<file path="src/rtl/wake_pkg.sv">
package wake_pkg;
  localparam int P2_W   = 8;
  localparam int P3_W   = 4;
  localparam int DATA_W = 8;
  localparam int ADDR_W = 3;

  localparam logic [ADDR_W-1:0] A_LVL  = 3'd0;
  localparam logic [ADDR_W-1:0] A_CHG2 = 3'd1;
  localparam logic [ADDR_W-1:0] A_CMB  = 3'd2;
  localparam logic [ADDR_W-1:0] A_CHG3 = 3'd3;
  localparam logic [ADDR_W-1:0] A_STAT = 3'd4;

  localparam int LVL_POL_BIT = 6;

  typedef enum logic [2:0] {
    LVL_NONE     = 3'd0,
    LVL_RSVD     = 3'd1,
    LVL_P3_1     = 3'd2,
    LVL_P3_2     = 3'd3,
    LVL_P3_3     = 3'd4,
    LVL_P2_AND_L = 3'd5,
    LVL_P2_AND_A = 3'd6,
    LVL_P2_OR_L  = 3'd7
  } lvl_mode_e;

  typedef enum logic [2:0] {
    CMB_NONE     = 3'd0,
    CMB_P3_0     = 3'd1,
    CMB_P2_AND_L = 3'd2,
    CMB_P2_AND_H = 3'd3,
    CMB_P2_OR_H  = 3'd4,
    CMB_P2P3_MIX = 3'd5,
    CMB_P2_OR_A  = 3'd6,
    CMB_P3_AND_A = 3'd7
  } cmb_code_e;
endpackage

</file>
<file path="src/rtl/wake_sync.sv">
module wake_sync #(
  parameter int W      = 8,
  parameter int STAGES = 2
) (
  input  logic         clk_i,
  input  logic         rst_ni,
  input  logic [W-1:0] d_i,
  output logic [W-1:0] q_o
);
  logic [W-1:0] st_q [STAGES];

  for (genvar g = 0; g < STAGES; g++) begin : g_stage
    if (g == 0) begin : g_first
      always_ff @(posedge clk_i or negedge rst_ni)
        if (!rst_ni) st_q[g] <= '0;
        else         st_q[g] <= d_i;
    end else begin : g_next
      always_ff @(posedge clk_i or negedge rst_ni)
        if (!rst_ni) st_q[g] <= '0;
        else         st_q[g] <= st_q[g-1];
    end
  end

  assign q_o = st_q[STAGES-1];
endmodule

</file>
<file path="src/rtl/wake_chg_mon.sv">
module wake_chg_mon #(
  parameter int W = 8
) (
  input  logic         clk_i,
  input  logic         rst_ni,
  input  logic [W-1:0] pins_i,
  input  logic [W-1:0] en_i,
  input  logic         cap_i,
  input  logic         clr_i,
  output logic         evt_o,
  output logic         cap_flag_o
);
  logic [W-1:0] snap_q;

  always_ff @(posedge clk_i or negedge rst_ni) begin
    if (!rst_ni) begin
      snap_q     <= '0;
      cap_flag_o <= 1'b0;
    end else begin
      if (cap_i) snap_q <= pins_i;
      // capture wins over a clearing register write
      if (cap_i)      cap_flag_o <= 1'b1;
      else if (clr_i) cap_flag_o <= 1'b0;
    end
  end

  assign evt_o = |(en_i & (pins_i ^ snap_q));
endmodule

</file>
<file path="src/rtl/wake_level_sel.sv">
module wake_level_sel import wake_pkg::*; (
  input  lvl_mode_e         mode_i,
  input  logic              pol_i,
  input  logic [P2_W-1:0]   p2_i,
  input  logic [P2_W-1:0]   mask2_i,
  input  logic [P3_W-1:1]   p3_i,
  input  logic [P3_W-1:1]   mask3_i,
  output logic              active_o
);
  logic val, ok;

  always_comb begin
    val = 1'b0;
    ok  = 1'b0;
    unique case (mode_i)
      LVL_P3_1:     begin val = p3_i[1];     ok = !mask3_i[1];     end
      LVL_P3_2:     begin val = p3_i[2];     ok = !mask3_i[2];     end
      LVL_P3_3:     begin val = p3_i[3];     ok = !mask3_i[3];     end
      LVL_P2_AND_L: begin val = &p2_i[3:0];  ok = ~|mask2_i[3:0];  end
      LVL_P2_AND_A: begin val = &p2_i;       ok = ~|mask2_i;       end
      LVL_P2_OR_L:  begin val = |p2_i[3:0];  ok = ~|mask2_i[3:0];  end
      default:      begin val = 1'b0;        ok = 1'b0;            end
    endcase
    active_o = ok && (val == pol_i);
  end
endmodule

</file>
<file path="src/rtl/wake_combo_sel.sv">
module wake_combo_sel import wake_pkg::*; (
  input  cmb_code_e         code_i,
  input  logic              lvl_i,
  input  logic [P2_W-1:0]   p2_i,
  input  logic [P3_W-1:0]   p3_i,
  output logic              active_o
);
  logic val, ok;

  always_comb begin
    val = 1'b0;
    ok  = 1'b1;
    unique case (code_i)
      CMB_P3_0:     val = p3_i[0];
      CMB_P2_AND_L: val = &p2_i[3:0];
      CMB_P2_AND_H: val = &p2_i[7:4];
      CMB_P2_OR_H:  val = |p2_i[7:4];
      CMB_P2P3_MIX: val = p2_i[0] & p3_i[1];
      CMB_P2_OR_A:  val = |p2_i;
      CMB_P3_AND_A: val = &p3_i;
      default:      ok  = 1'b0;
    endcase
    active_o = ok && (val == lvl_i);
  end
endmodule

</file>
<file path="src/rtl/wake_src_top.sv">
module wake_src_top import wake_pkg::*; #(
  parameter int SYNC_STAGES = 2
) (
  input  logic              clk_i,
  input  logic              rst_ni,
  input  logic [P2_W-1:0]   p2_pins_i,
  input  logic [P3_W-1:0]   p3_pins_i,
  input  logic [P2_W-1:0]   p2_dir_out_i,
  input  logic [P3_W-1:0]   p3_dir_out_i,
  input  logic              p2_rd_i,
  input  logic              p2_wr_i,
  input  logic              p3_rd_i,
  input  logic              p3_wr_i,
  input  logic              reg_we_i,
  input  logic              reg_re_i,
  input  logic [ADDR_W-1:0] reg_addr_i,
  input  logic [DATA_W-1:0] reg_wdata_i,
  output logic [DATA_W-1:0] reg_rdata_o,
  output logic              wake_o,
  output logic              irq1_o,
  output logic              p2_cap_o,
  output logic              p3_cap_o,
  output logic              cap_wr_o
);
  lvl_mode_e       lvl_mode_q;
  logic            lvl_pol_q;
  logic [P2_W-1:0] chg2_en_q;
  logic [P3_W-1:0] chg3_en_q;
  cmb_code_e       cmb_code_q;
  logic            cmb_lvl_q;
  logic            irq_en_q;
  logic            cap_wr_q;
  logic            wake_q;

  logic [P2_W-1:0] p2_s;
  logic [P3_W-1:0] p3_s;
  logic            lvl_act, cmb_act, chg2_evt, chg3_evt;

  wake_sync #(.W(P2_W), .STAGES(SYNC_STAGES)) u_sync2 (
    .clk_i, .rst_ni, .d_i(p2_pins_i), .q_o(p2_s));
  wake_sync #(.W(P3_W), .STAGES(SYNC_STAGES)) u_sync3 (
    .clk_i, .rst_ni, .d_i(p3_pins_i), .q_o(p3_s));

  always_ff @(posedge clk_i or negedge rst_ni) begin
    if (!rst_ni) begin
      lvl_mode_q <= LVL_NONE;
      lvl_pol_q  <= 1'b0;
      chg2_en_q  <= '0;
      chg3_en_q  <= '0;
      cmb_code_q <= CMB_NONE;
      cmb_lvl_q  <= 1'b0;
      irq_en_q   <= 1'b0;
    end else if (reg_we_i) begin
      unique case (reg_addr_i)
        A_LVL: begin
          lvl_mode_q <= lvl_mode_e'(reg_wdata_i[4:2]);
          lvl_pol_q  <= reg_wdata_i[LVL_POL_BIT];
        end
        A_CHG2: chg2_en_q <= reg_wdata_i;
        A_CMB: begin
          cmb_code_q <= cmb_code_e'(reg_wdata_i[2:0]);
          cmb_lvl_q  <= reg_wdata_i[3];
        end
        A_CHG3: chg3_en_q <= reg_wdata_i[P3_W-1:0];
        A_STAT: irq_en_q  <= reg_wdata_i[0];
        default: ;
      endcase
    end
  end

  wake_chg_mon #(.W(P2_W)) u_chg2 (
    .clk_i, .rst_ni, .pins_i(p2_s), .en_i(chg2_en_q),
    .cap_i(p2_rd_i | p2_wr_i),
    .clr_i(reg_we_i && reg_addr_i == A_CHG2),
    .evt_o(chg2_evt), .cap_flag_o(p2_cap_o));

  wake_chg_mon #(.W(P3_W)) u_chg3 (
    .clk_i, .rst_ni, .pins_i(p3_s), .en_i(chg3_en_q),
    .cap_i(p3_rd_i | p3_wr_i),
    .clr_i(reg_we_i && reg_addr_i == A_CHG3),
    .evt_o(chg3_evt), .cap_flag_o(p3_cap_o));

  // pins owned by a change monitor or driven as outputs are hidden from the level source
  wake_level_sel u_lvl (
    .mode_i(lvl_mode_q), .pol_i(lvl_pol_q),
    .p2_i(p2_s), .mask2_i(p2_dir_out_i | chg2_en_q),
    .p3_i(p3_s[P3_W-1:1]), .mask3_i(p3_dir_out_i[P3_W-1:1] | chg3_en_q[P3_W-1:1]),
    .active_o(lvl_act));

  wake_combo_sel u_cmb (
    .code_i(cmb_code_q), .lvl_i(cmb_lvl_q),
    .p2_i(p2_s), .p3_i(p3_s), .active_o(cmb_act));

  always_ff @(posedge clk_i or negedge rst_ni) begin
    if (!rst_ni) begin
      wake_q   <= 1'b0;
      cap_wr_q <= 1'b0;
    end else begin
      wake_q <= lvl_act | cmb_act | chg2_evt | chg3_evt;
      if (p2_wr_i | p3_wr_i)      cap_wr_q <= 1'b1;
      else if (p2_rd_i | p3_rd_i) cap_wr_q <= 1'b0;
    end
  end

  always_comb begin
    reg_rdata_o = '0;
    if (reg_re_i) begin
      unique case (reg_addr_i)
        A_LVL:  reg_rdata_o = {1'b0, lvl_pol_q, 1'b0, lvl_mode_q, 2'b00};
        A_CHG2: reg_rdata_o = chg2_en_q;
        A_CMB:  reg_rdata_o = {4'b0, cmb_lvl_q, cmb_code_q};
        A_CHG3: reg_rdata_o = {{(DATA_W-P3_W){1'b0}}, chg3_en_q};
        A_STAT: reg_rdata_o = {4'b0, cap_wr_q, p3_cap_o, p2_cap_o, irq_en_q};
        default: reg_rdata_o = '0;
      endcase
    end
  end

  assign wake_o   = wake_q;
  assign irq1_o   = wake_q & irq_en_q;
  assign cap_wr_o = cap_wr_q;
endmodule

</file>
<file path="config.mk">
export PLATFORM = sky130hd
export DESIGN_NAME = wake_src_top
export DESIGN_NICKNAME = d
export VERILOG_FILES = /design/src/rtl/wake_pkg.sv /design/src/rtl/wake_sync.sv /design/src/rtl/wake_chg_mon.sv /design/src/rtl/wake_level_sel.sv /design/src/rtl/wake_combo_sel.sv /design/src/rtl/wake_src_top.sv
export SDC_FILE = /design/constraint.sdc
export NUM_CORES = 1
export LEC_CHECK = 0
export ABC_AREA = 1
export ABC_CLOCK_PERIOD_IN_PS = 1400
export BUFFER_PORTS_ARGS = -buffer_cell sky130_fd_sc_hd__buf_2
export CAP_MARGIN = 30
export CORE_MARGIN = 2
export CORE_UTILIZATION = 38
export DETAILED_ROUTE_END_ITERATION = 12
export PLACE_DENSITY = 0.61
export SLEW_MARGIN = 40
export SYNTH_ARGS = -nofsm -noshare
export SYNTH_HDL_FRONTEND = slang
export SYNTH_HIERARCHICAL = 1
export SYNTH_SLANG_ARGS = --single-unit
</file>
<file path="constraint.sdc">
create_clock -name clk_i -period 1.4 [get_ports clk_i]
set_clock_uncertainty 0.05 [all_clocks]
set_input_delay 0.07 -clock clk_i [delete_from_list [all_inputs] [get_ports clk_i]]
set_output_delay 0.07 -clock clk_i [all_outputs]
set_load 0.01 [all_outputs]
</file>
Yosys cells after proc, flatten, opt, wreduce, memory -nomap -nowiden
Cells that the tools add are included.
- register bits after elaboration: 61
- output and inout port bits: 13
- word-level logic and storage cells: 94
- input bits: 43
- reductions and logical operators: 31
- eq/ne operators: 19
- bitwise logic cells: 15
- mux-type cells: 12
- operators with widths (cell ; number):
    $pmux W8 S5 ; 1
    $eq A3 B3 Y1 const B ; 9
    $reduce_or A8 Y1 ; 3
    $eq A3 B2 Y1 const B ; 6
    $reduce_or A4 Y1 ; 4
    $reduce_and A4 Y1 ; 3
    $reduce_and A2 Y1 ; 5
    $and A8 B8 Y8 ; 1
    $mux W8 ; 1
    $or A8 B8 Y8 ; 1
    $reduce_and A8 Y1 ; 1
    $xor A8 B8 Y8 ; 1
    $mux W1 ; 7
    $or A1 B1 Y1 ; 7
    $pmux W1 S7 ; 1
    $reduce_or A7 Y1 ; 1
    $eq A3 B1 Y1 const B ; 2
    $pmux W1 S6 ; 1
    $reduce_bool A2 Y1 ; 3
    $logic_not A1 Y1 ; 5
    $pmux W1 S5 ; 1
    $and A4 B4 Y4 ; 1
    $logic_and A1 B1 Y1 ; 4
    $xor A4 B4 Y4 ; 1
    other kinds (5) ; 7

Logic depth before layout (Yosys ltp)
Gate-level depths: netlist of the first run.
- depth in word-level cells: 8
- depth in mapped cells: 12
- mapped depth without buffers: 12

Cells and area by module
Netlist of the first run, hierarchy kept.
- modules (own cells, without submodules) (module ; seq. area each (um^2) ; area an instance (um^2) ; times used ; cells an instance):
    wake_src_top ; 575.6 ; 1236.2 ; 1 ; 160
    wake_chg_mon (u_chg2) ; 225.2 ; 504.2 ; 1 ; 75
    wake_sync (u_sync2) ; 400.4 ; 460.4 ; 1 ; 24
    wake_chg_mon (u_chg3) ; 125.1 ; 261.5 ; 1 ; 35
    wake_sync (u_sync3) ; 200.2 ; 230.2 ; 1 ; 12
    wake_level_sel ; 0.0 ; 221.5 ; 1 ; 48
    wake_combo_sel ; 0.0 ; 200.2 ; 1 ; 49

Least setup slack after synthesis of the first run
Ideal clock, no wire load.
- path kind: reg-to-reg
- start point: reg chg2_en_q[1]
- end point: reg wake_q, in the netlist wake_o
- data required time: 1.285 ns
- buffers on the path: 0
- clock period less this slack: 1.332 ns
- cell stages (with the launch flop): 10
- path slack: 0.068 ns
- setup time: 0.065 ns
- arrival time: 1.217 ns
- cell sequence: dfrtp_1 > or2_2 > nor2_1 > nor3b_1 > nand2_1 > nand2_1 > nand2_1 > nor2_1 > nor2_1 > nand2_1
- longest elaborated chain between the ends: 8
- elaborated cells between the ends (all ways): 12
- those cells by class: 1 x mux; 5 x bitwise; 6 x reduce/logical
- ends and longest elaborated chain (item ; RTL line ; RTL):
    start, declared ; wake_src_top.sv:27 ; logic [P2_W-1:0] chg2_en_q;
    start signal, assigned ; wake_src_top.sv:59 ; A_CHG2: chg2_en_q <= reg_wdata_i;
    $or A8 B8 Y8 * ; wake_src_top.sv:86 ; .p2_i(p2_s), .mask2_i(p2_dir_out_i | chg2_en_q),
    $reduce_or A8 Y1 / $reduce_or A4 Y1 (equally long branches) ; wake_level_sel.sv:20, wake_level_sel.sv:19, wake_level_sel.sv:21 ;
    $logic_not A1 Y1 (on tied branches) ; wake_level_sel.sv:20, wake_level_sel.sv:19, wake_level_sel.sv:21 ;
    $pmux W1 S5 * ; wake_level_sel.sv:15 ; unique case (mode_i)
    $logic_and A1 B1 Y1 * ; wake_level_sel.sv:24 ; active_o = ok && (val == pol_i);
    net lvl_act ; wake_src_top.sv:37 ; logic lvl_act, cmb_act, chg2_evt, chg3_evt;
    $or A1 B1 Y1 * (3 in series) ; wake_src_top.sv:99 ; wake_q <= lvl_act | cmb_act | chg2_evt | chg3_evt;
    end signal, assigned ; wake_src_top.sv:99 ;
    end, declared ; wake_src_top.sv:33 ; logic wake_q;
The timed path passes the listed nets; every way through them passes the cells marked *.
A chain may end at the register's enable or synchronous reset.

Final worst setup path of the first run
- start point: reg chg3_en_q[2]
- end point: out reg_rdata_o[2]
- longest elaborated chain between the ends: 2
- ends and longest elaborated chain (item ; RTL line ; RTL):
    start, declared ; wake_src_top.sv:28 ; logic [P3_W-1:0] chg3_en_q;
    start signal, assigned ; wake_src_top.sv:64 ; A_CHG3: chg3_en_q <= reg_wdata_i[P3_W-1:0];
    $pmux W8 S5 ; wake_src_top.sv:108 ; unique case (reg_addr_i)
    $mux W8 ; wake_src_top.sv:107 ; if (reg_re_i) begin
    end, declared ; wake_src_top.sv:18 ; output logic [DATA_W-1:0] reg_rdata_o,
Every way passes these cells.

==> impl_results.md, run 1 <==
- Top Ports: 56
- Yosys Warn Count: 6
- Layout cell share with drive strength beyond 1: between 30% and 40%
- Commonest non-fill, non-tap cell in the layout: nand2_1
- Hold Path Class: in2reg
- GP Congestion: between 0.8 and 0.9
- Syn_nets: around 450
- Vias in the first global route: approximately 2800
- GRT Util Overall: roughly a fifth
- Met3 usage: under 10%
- Commonest non-fill, non-tap cells in the layout: 116 x nand2_1, 54 x dfrtp_1, 54 x buf_2, 42 x inv_1, 37 x nor2_1
- Final setup viols: 2
- DRT iter0 DRCs: approximately 130
- Mapped Area: around 3100 sq um
- Setup crit end kind: output port
- Wire per inst: between 10 and 15 um
- Final net count: 555
- Max Slew Vio Count: 0
- GR peak layer: met2
- Syn avg cell area: 7.73 sq um
- Routed wire length: 8100 um
- Final Hold Fails: 0
- Fin crit share: 103%
- Total CTS buffers: 9
- CTS Sinks: a little over 60
- I/O Buffers: 54
- Clock transition at the registers of the reported paths: about 70 ps
- Minimum clock period after layout: 1440 ps
- Cells after synthesis: 403
- Core Area: ~8000 sq um
- Placed cells: 567
- CP Data Arrival Time: between 1000 and 1500 ps
- Crit Path Class: reg2out
- RSZ-0062 raised after global routing: true
- Startpoint Class: flip-flop
- Clock buffer depth: 2
- Initial antenna violation count: 0
- Area growth from synthesis to layout: 39.0%
- Die height: 94.5 um
- Worst Tran Pin Value: 452 ps
- Cell variety after synth: 25
- Number of max-cap violations: 0
- Maximum clock rate: 696 MHz
- Largest net degree at the start of global routing: 62
- Drt drc: 0
- ANT cells: 0
- Post-DP HPWL: between 5000 and 6000 um
- Leak Pwr: around 2.3 nW
- Number of core rows: 33
- Worst vdd ir: roughly 580 uV
- Data required, critical path: 1280 ps
- Total gr overflow: 0
- Fillcell total: around 800
- CTS tree: yes
- Worst-path maximum fanout: 3
- Via Count: 2922
- Die ar.: about 8900 sq um
- Vias/cell: about 4.7
- Slew HR: a little over two thirds
- Initial Util: roughly two fifths
- Global-route wire length before repair: 13300 um
- Status: complete, but fails checks
- Post-layout worst setup margin: -36.9 ps
- Failing checks: setup timing
- Pwr Density: about 1200 nW/um^2
- # H-tree levels: 3
- Non-Filler Instances: a little over 600
- Met2 usage: between 30% and 40%
- Pre-CTS WS: roughly 8 ps
- First-pass DRT Iterations: 4
- Register Area: about 1500 sq um
- Grt met1 use: 26.3%
- Clk_lat worst skew: about 340 ps
- Yosys reg bits: 61
- Sequential area share after synthesis: roughly half
- Die width: roughly 95 um
- Area of the multi-input gates: 1410 sq um
- Clock root buffer master: clkbuf_8
- Number of routed nets with antenna violations: 0
-- sequential cells by signal (all words and copies together) (netlist names) --
signal             count
cmb_code_q             3
cap_wr_o               1
u_chg2/snap_q          8
u_sync3/q_o            4
chg3_en_q              4
cmb_lvl_q              1
u_chg3/cap_flag_o      1
u_sync2/q_o            8
irq_en_q               1
u_chg2/cap_flag_o      1
chg2_en_q              8
lvl_pol_q              1
wake_o                 1
u_chg3/snap_q          4
u_sync2/st_q           8
lvl_mode_q             3
u_sync3/st_q           4
-- final timing paths --
path                            startpoint               end  slack (ps)  cells after the start
max                           chg3_en_q[2]    reg_rdata_o[2]         -40                      6
min in group asynchronous           rst_ni  u_sync2/st_q[14]         200                      3
min                         reg_wdata_i[3]      chg2_en_q[3]          30                      3
max reg2reg                  lvl_mode_q[0]            wake_o         -30                     10
max in group asynchronous           rst_ni     cmb_code_q[2]         790                      3
min reg2reg                u_sync3/st_q[6]    u_sync3/q_o[2]         290                      0
-- timing repair --
| item | CTS | global route |
|---|---|---|
| pin swaps | 11 | 29 |
| gates resized for setup | 17 | 47 |
| setup endpoints to repair | 5 | 7 |
| buffers inserted | 9 | 12 |
| endpoints found under the hold margin | 81 | 0 |
| hold buffers | 20 | 0 |
-- where the power goes --
part	switching, W	internal, W	leakage, nW
Clock	0.000689	0.00123	0.121
Combinational	0.000629	0.000627	1.43
Sequential	0.000170	0.00195	0.715
Total	0.00149	0.00381	2.27
-- cell families after synthesis --
logic type             after synthesis  share of synthesized area, %
and+or+nand+nor                    234                          32.7
buffers and inverters               67                          10.4
DFF                                 61                          49.0
AOI/OAI and AO/OA                   39                          7.23
muxes                                2                         0.723
-- worst max-delay path, stage by stage, from the launching register on --
cell and delay (ps):
dfrtp_1 390, buf_4 160, nand3_2 80, nand2_1 60
nor2_1 100, nor2_1 50, buf_2 140
-- per-layer routing --
| metal | vias up | part of all wire [%] |
|---|---|---|
| met3 | 18 | 6.0 |
| met1 | 1362 | 45 |
| met5 | - | 0 |
| li1 | 1459 | - |
| met4 | 0 | 2.1 |
| met2 | 83 | 47 |
-- synthesized netlist by cell type --
cell type | number | area share (%)
nand4_1 | 5 | 1.0
nor3_4 | 1 | 0.52
o21ai_0 | 25 | 4.0
nor2_2 | 4 | 0.80
nand2_1 | 126 | 15
inv_1 | 45 | 5.4
nand3_1 | 29 | 4.7
o21ai_1 | 2 | 0.32
inv_2 | 6 | 0.72
or2_2 | 13 | 2.6
nor3b_1 | 1 | 0.24
nor2_4 | 1 | 0.36
buf_6 | 3 | 1.1
nor3_1 | 1 | 0.16
o21ai_2 | 6 | 1.7
mux2_2 | 2 | 0.72
buf_4 | 13 | 3.1
nor3_2 | 1 | 0.32
dfrtp_1 | 61 | 49
o31ai_1 | 1 | 0.24
nor2_1 | 47 | 5.7
nand3_2 | 1 | 0.32
a21oi_1 | 3 | 0.48
o21bai_1 | 2 | 0.48
nand2_2 | 4 | 0.80
-- layout make-up --
cell class	count	area share, %
clock inverters	4	2.20
clock buffers	12	3.35
inverters	51	4.42
well taps	105	3.04
repair buffers	114	19.0
flip-flops and latches	61	35.5
multi-input cells	275	32.6
-- metrics by stage --
stage / area, sq um / setup TNS, ps / power (W) / utilization, % / hold WS, ps
2_1_floorplan: 3110 / 0 / 0.00268 / - / -276
3_3_place_gp: 3550 / 0 / 0.00307 / 43.9 / 54.0
3_5_place_dp: 3550 / 0 / 0.00310 / 43.9 / 54.4
4_1_cts: 4110 / -68.6 / 0.00518 / 50.8 / 21.8
5_1_grt: 4330 / -352 / 0.00560 / 53.5 / 26.7
6_report: 4330 / -65.0 / 0.00530 / 53.5 / 26.1
Power figures use the tool's default switching activity.
==> inputs of run 2 (changes only) <==
--- a/config.mk
+++ b/config.mk
@@ -13,6 +13,7 @@
 export CORE_UTILIZATION = 38
 export DETAILED_ROUTE_END_ITERATION = 12
 export PLACE_DENSITY = 0.61
+export RECOVER_POWER = 100
 export SLEW_MARGIN = 40
 export SYNTH_ARGS = -nofsm -noshare
 export SYNTH_HDL_FRONTEND = slang
==> impl_results.md, run 2 (synthesis gave the netlist of run 1 again) <==
- Worst vdd ir: 577 uV (-0.64%)
- R2R Path End: wake_o
- Vias in the first global route: 2844 (unchanged)
- Vias/cell: 4.72 (+0.41%)
- Initial antenna violation count: 0 (unchanged)
- Area growth from synthesis to layout: 36.8%
- Wire per inst: 13.1 um (+0.58%)
- Drt drc: 0 (unchanged)
- Top Ports: 56 (unchanged)
- Design area: 4260 sq um (-1.6%)
- Clock buffer depth: 2 (unchanged)
- Critical path cell sequence: buf_4 > nand3_2 > nand2_1 > nor2_1 > nor2_1 > buf_2
- Cell family contributing the most delay on the critical path: flip-flops
- Placed instance area: 3550 sq um (unchanged)
- First-pass DRT Iterations: 4 (unchanged)
- Worst Tran Pin Value: 821 ps (+369 ps)
- Hold Path Class: in2reg
- Startpoint Class: flip-flop
- Via Count: 2934 (+0.41%)
- Max incr delay on CP: 390 ps (about the same)
- # H-tree levels: 3 (unchanged)
- Initial Util: 38.5% (unchanged)
- Pre-CTS WS: 8.19 ps (unchanged)
- I/O Buffers: 54 (unchanged)
- Global-route wire length before repair: 13300 um (unchanged)
- GP Congestion: 0.845 (unchanged)
- Final setup viols: 3 (+1)
- Routed wire length: 8150 um (+0.58%)
- Die height: 94.5 um (unchanged)
- Worst-path maximum fanout: 3 (unchanged)
- Number of core rows: 33 (unchanged)
- Number of max-cap violations: 0 (unchanged)
- Post-layout worst setup margin: -38.6 ps (-1.70 ps)
- Crit path capture: reg_rdata_o[2]
- Largest net degree at the start of global routing: 62 (unchanged)
- Worst reg2reg startpoint: chg3_en_q[2]
- Minimum clock period after layout: 1440 ps (+1.70 ps)
- Die width: 94.5 um (unchanged)
- Worst-case reg-to-reg path depth: 10 (unchanged)
- Number of routed nets with antenna violations: 0 (unchanged)
- DRT iter0 DRCs: 163 (+23%)
- Clock transition at the registers of the reported paths: 70 ps (about the same)
- Status: complete, but fails checks
- CP Data Arrival Time: 1320 ps (about the same)
- Commonest non-fill, non-tap cell in the layout: nand2_1
- Die ar.: 8940 sq um (unchanged)
- CTS tree: yes
- Worst Path Buf+Inv: 2 (unchanged)
- RSZ-0062 raised after global routing: true
- Core Area: 8090 sq um (unchanged)
- Final Hold Fails: 0 (unchanged)
- Failing checks: setup timing
- Crit path launch: chg3_en_q[2]
- Fin crit share: 103% (+0.12 points)
- Setup crit end kind: output port
- R2R setup slack: -40 ps (about the same)
- Leak Pwr: 2.23 nW (-1.9%)
- Final net count: 555 (unchanged)
- Crit Path Class: reg2out
- Cell mode on critical path: nor2_1
- Total CTS buffers: 9 (unchanged)
- Commonest non-fill, non-tap cells in the layout: 117 x nand2_1, 54 x dfrtp_1, 47 x buf_2, 43 x inv_1, 37 x nor2_1
- Clock root buffer master: clkbuf_8
- GRT Util Overall: 19.9% (unchanged)
- Layout cell share with drive strength beyond 1: 32.9% (-3.5 points)
- CTS Sinks: 61 (unchanged)
- Critical Path Stages: 6 (unchanged)
- Data required, critical path: 1280 ps (about the same)
- Maximum clock rate: 695 MHz (-0.12%)
- Pwr Density: 1230 nW/um^2 (+0.78%)
- Max Slew Vio Count: 0 (unchanged)
- Slew HR: 45.3% (-24 points)
- ANT cells: 0 (unchanged)
- Clk_lat worst skew: 340 ps (about the same)
- CP max-delay cell: dfrtp_1
- Fillcell total: 815 (+2.0%)
- Post-DP HPWL: 5770 um (unchanged)
- Total gr overflow: 0 (unchanged)
run 2: changes by cell type in the layout (fill, tap and decap cells not counted), moves of 2 or more:
cell and delta:
nor3_1 +2, o21ai_0 +3, o21ai_2 -3, clkbuf_1 +10, buf_4 -3, buf_2 -7
run 2: worst min-delay path, delay by kind of cell:
family / cells / cell delay, ps
buffers and inverters: 1 / 140
and+or+nand+nor: 1 / 100
AOI/OAI and AO/OA: 1 / 70
run 2: how the worst min path moves through the flow:
stage                        start        endpoint  slack, ps  cells past startpoint
floorplan                   rst_ni        cap_wr_o       -280                      0
global placement            rst_ni  u_sync2/q_o[7]         50                      2
detailed placement          rst_ni  u_sync2/q_o[7]         50                      2
CTS                 reg_wdata_i[1]    chg2_en_q[1]         20                      3
global route              reg_we_i        irq_en_q         30                      3
finish                    reg_we_i        irq_en_q         30                      3
run 2: metrics by stage:
step | instances | utilization (%) | hold slack [ps] | setup TNS, ps | power [W]
finish | 622 | 52.6 | 29.4 | -80.6 | 0.00526
global route | 622 | 52.6 | 26.8 | -449 | 0.00556
CTS | 611 | 50.8 | 21.8 | -68.6 | 0.00518
detailed placement | 567 | 43.9 | 54.4 | 0 | 0.00310
global placement | 567 | 43.9 | 54.0 | 0 | 0.00307
floorplan | 403 | - | -276 | 0 | 0.00268
run 2: area by class of cell:
| class | count | area [sq um] | share of cell area, % |
|---|---|---|---|
| flip-flops and latches | 61 | 1540 | 36.0 |
| multi-input cells | 275 | 1380 | 32.4 |
| repair buffers | 114 | 782 | 18.4 |
| inverters | 51 | 191 | 4.49 |
| clock buffers | 12 | 145 | 3.41 |
| well taps | 105 | 131 | 3.08 |
| clock inverters | 4 | 95.1 | 2.23 |
run 2: what timing repair did:
action / CTS / global route
resized for setup: 17 / 47
pin swaps: 11 / 29
endpoints found under the hold margin: 81 / 0
hold buffers: 20 / 0
buffers inserted: 9 / 12
endpoints found under the setup margin: 5 / 7
run 2: metal layers:
metal / routed length, um / global-route usage (%) / vias to the layer above
li1: - / - / 1458
met1: 3720 / 26.3 / 1373
met2: 3790 / 31.4 / 84
met3: 459 / 4.55 / 19
met4: 178 / 8.57 / 0
met5: 0 / 0 / -
run 2: power by group:
group	internal, W	switching [W]
clock	0.00123	0.000683
combinational	0.000594	0.000624
sequential	0.00195	0.000170
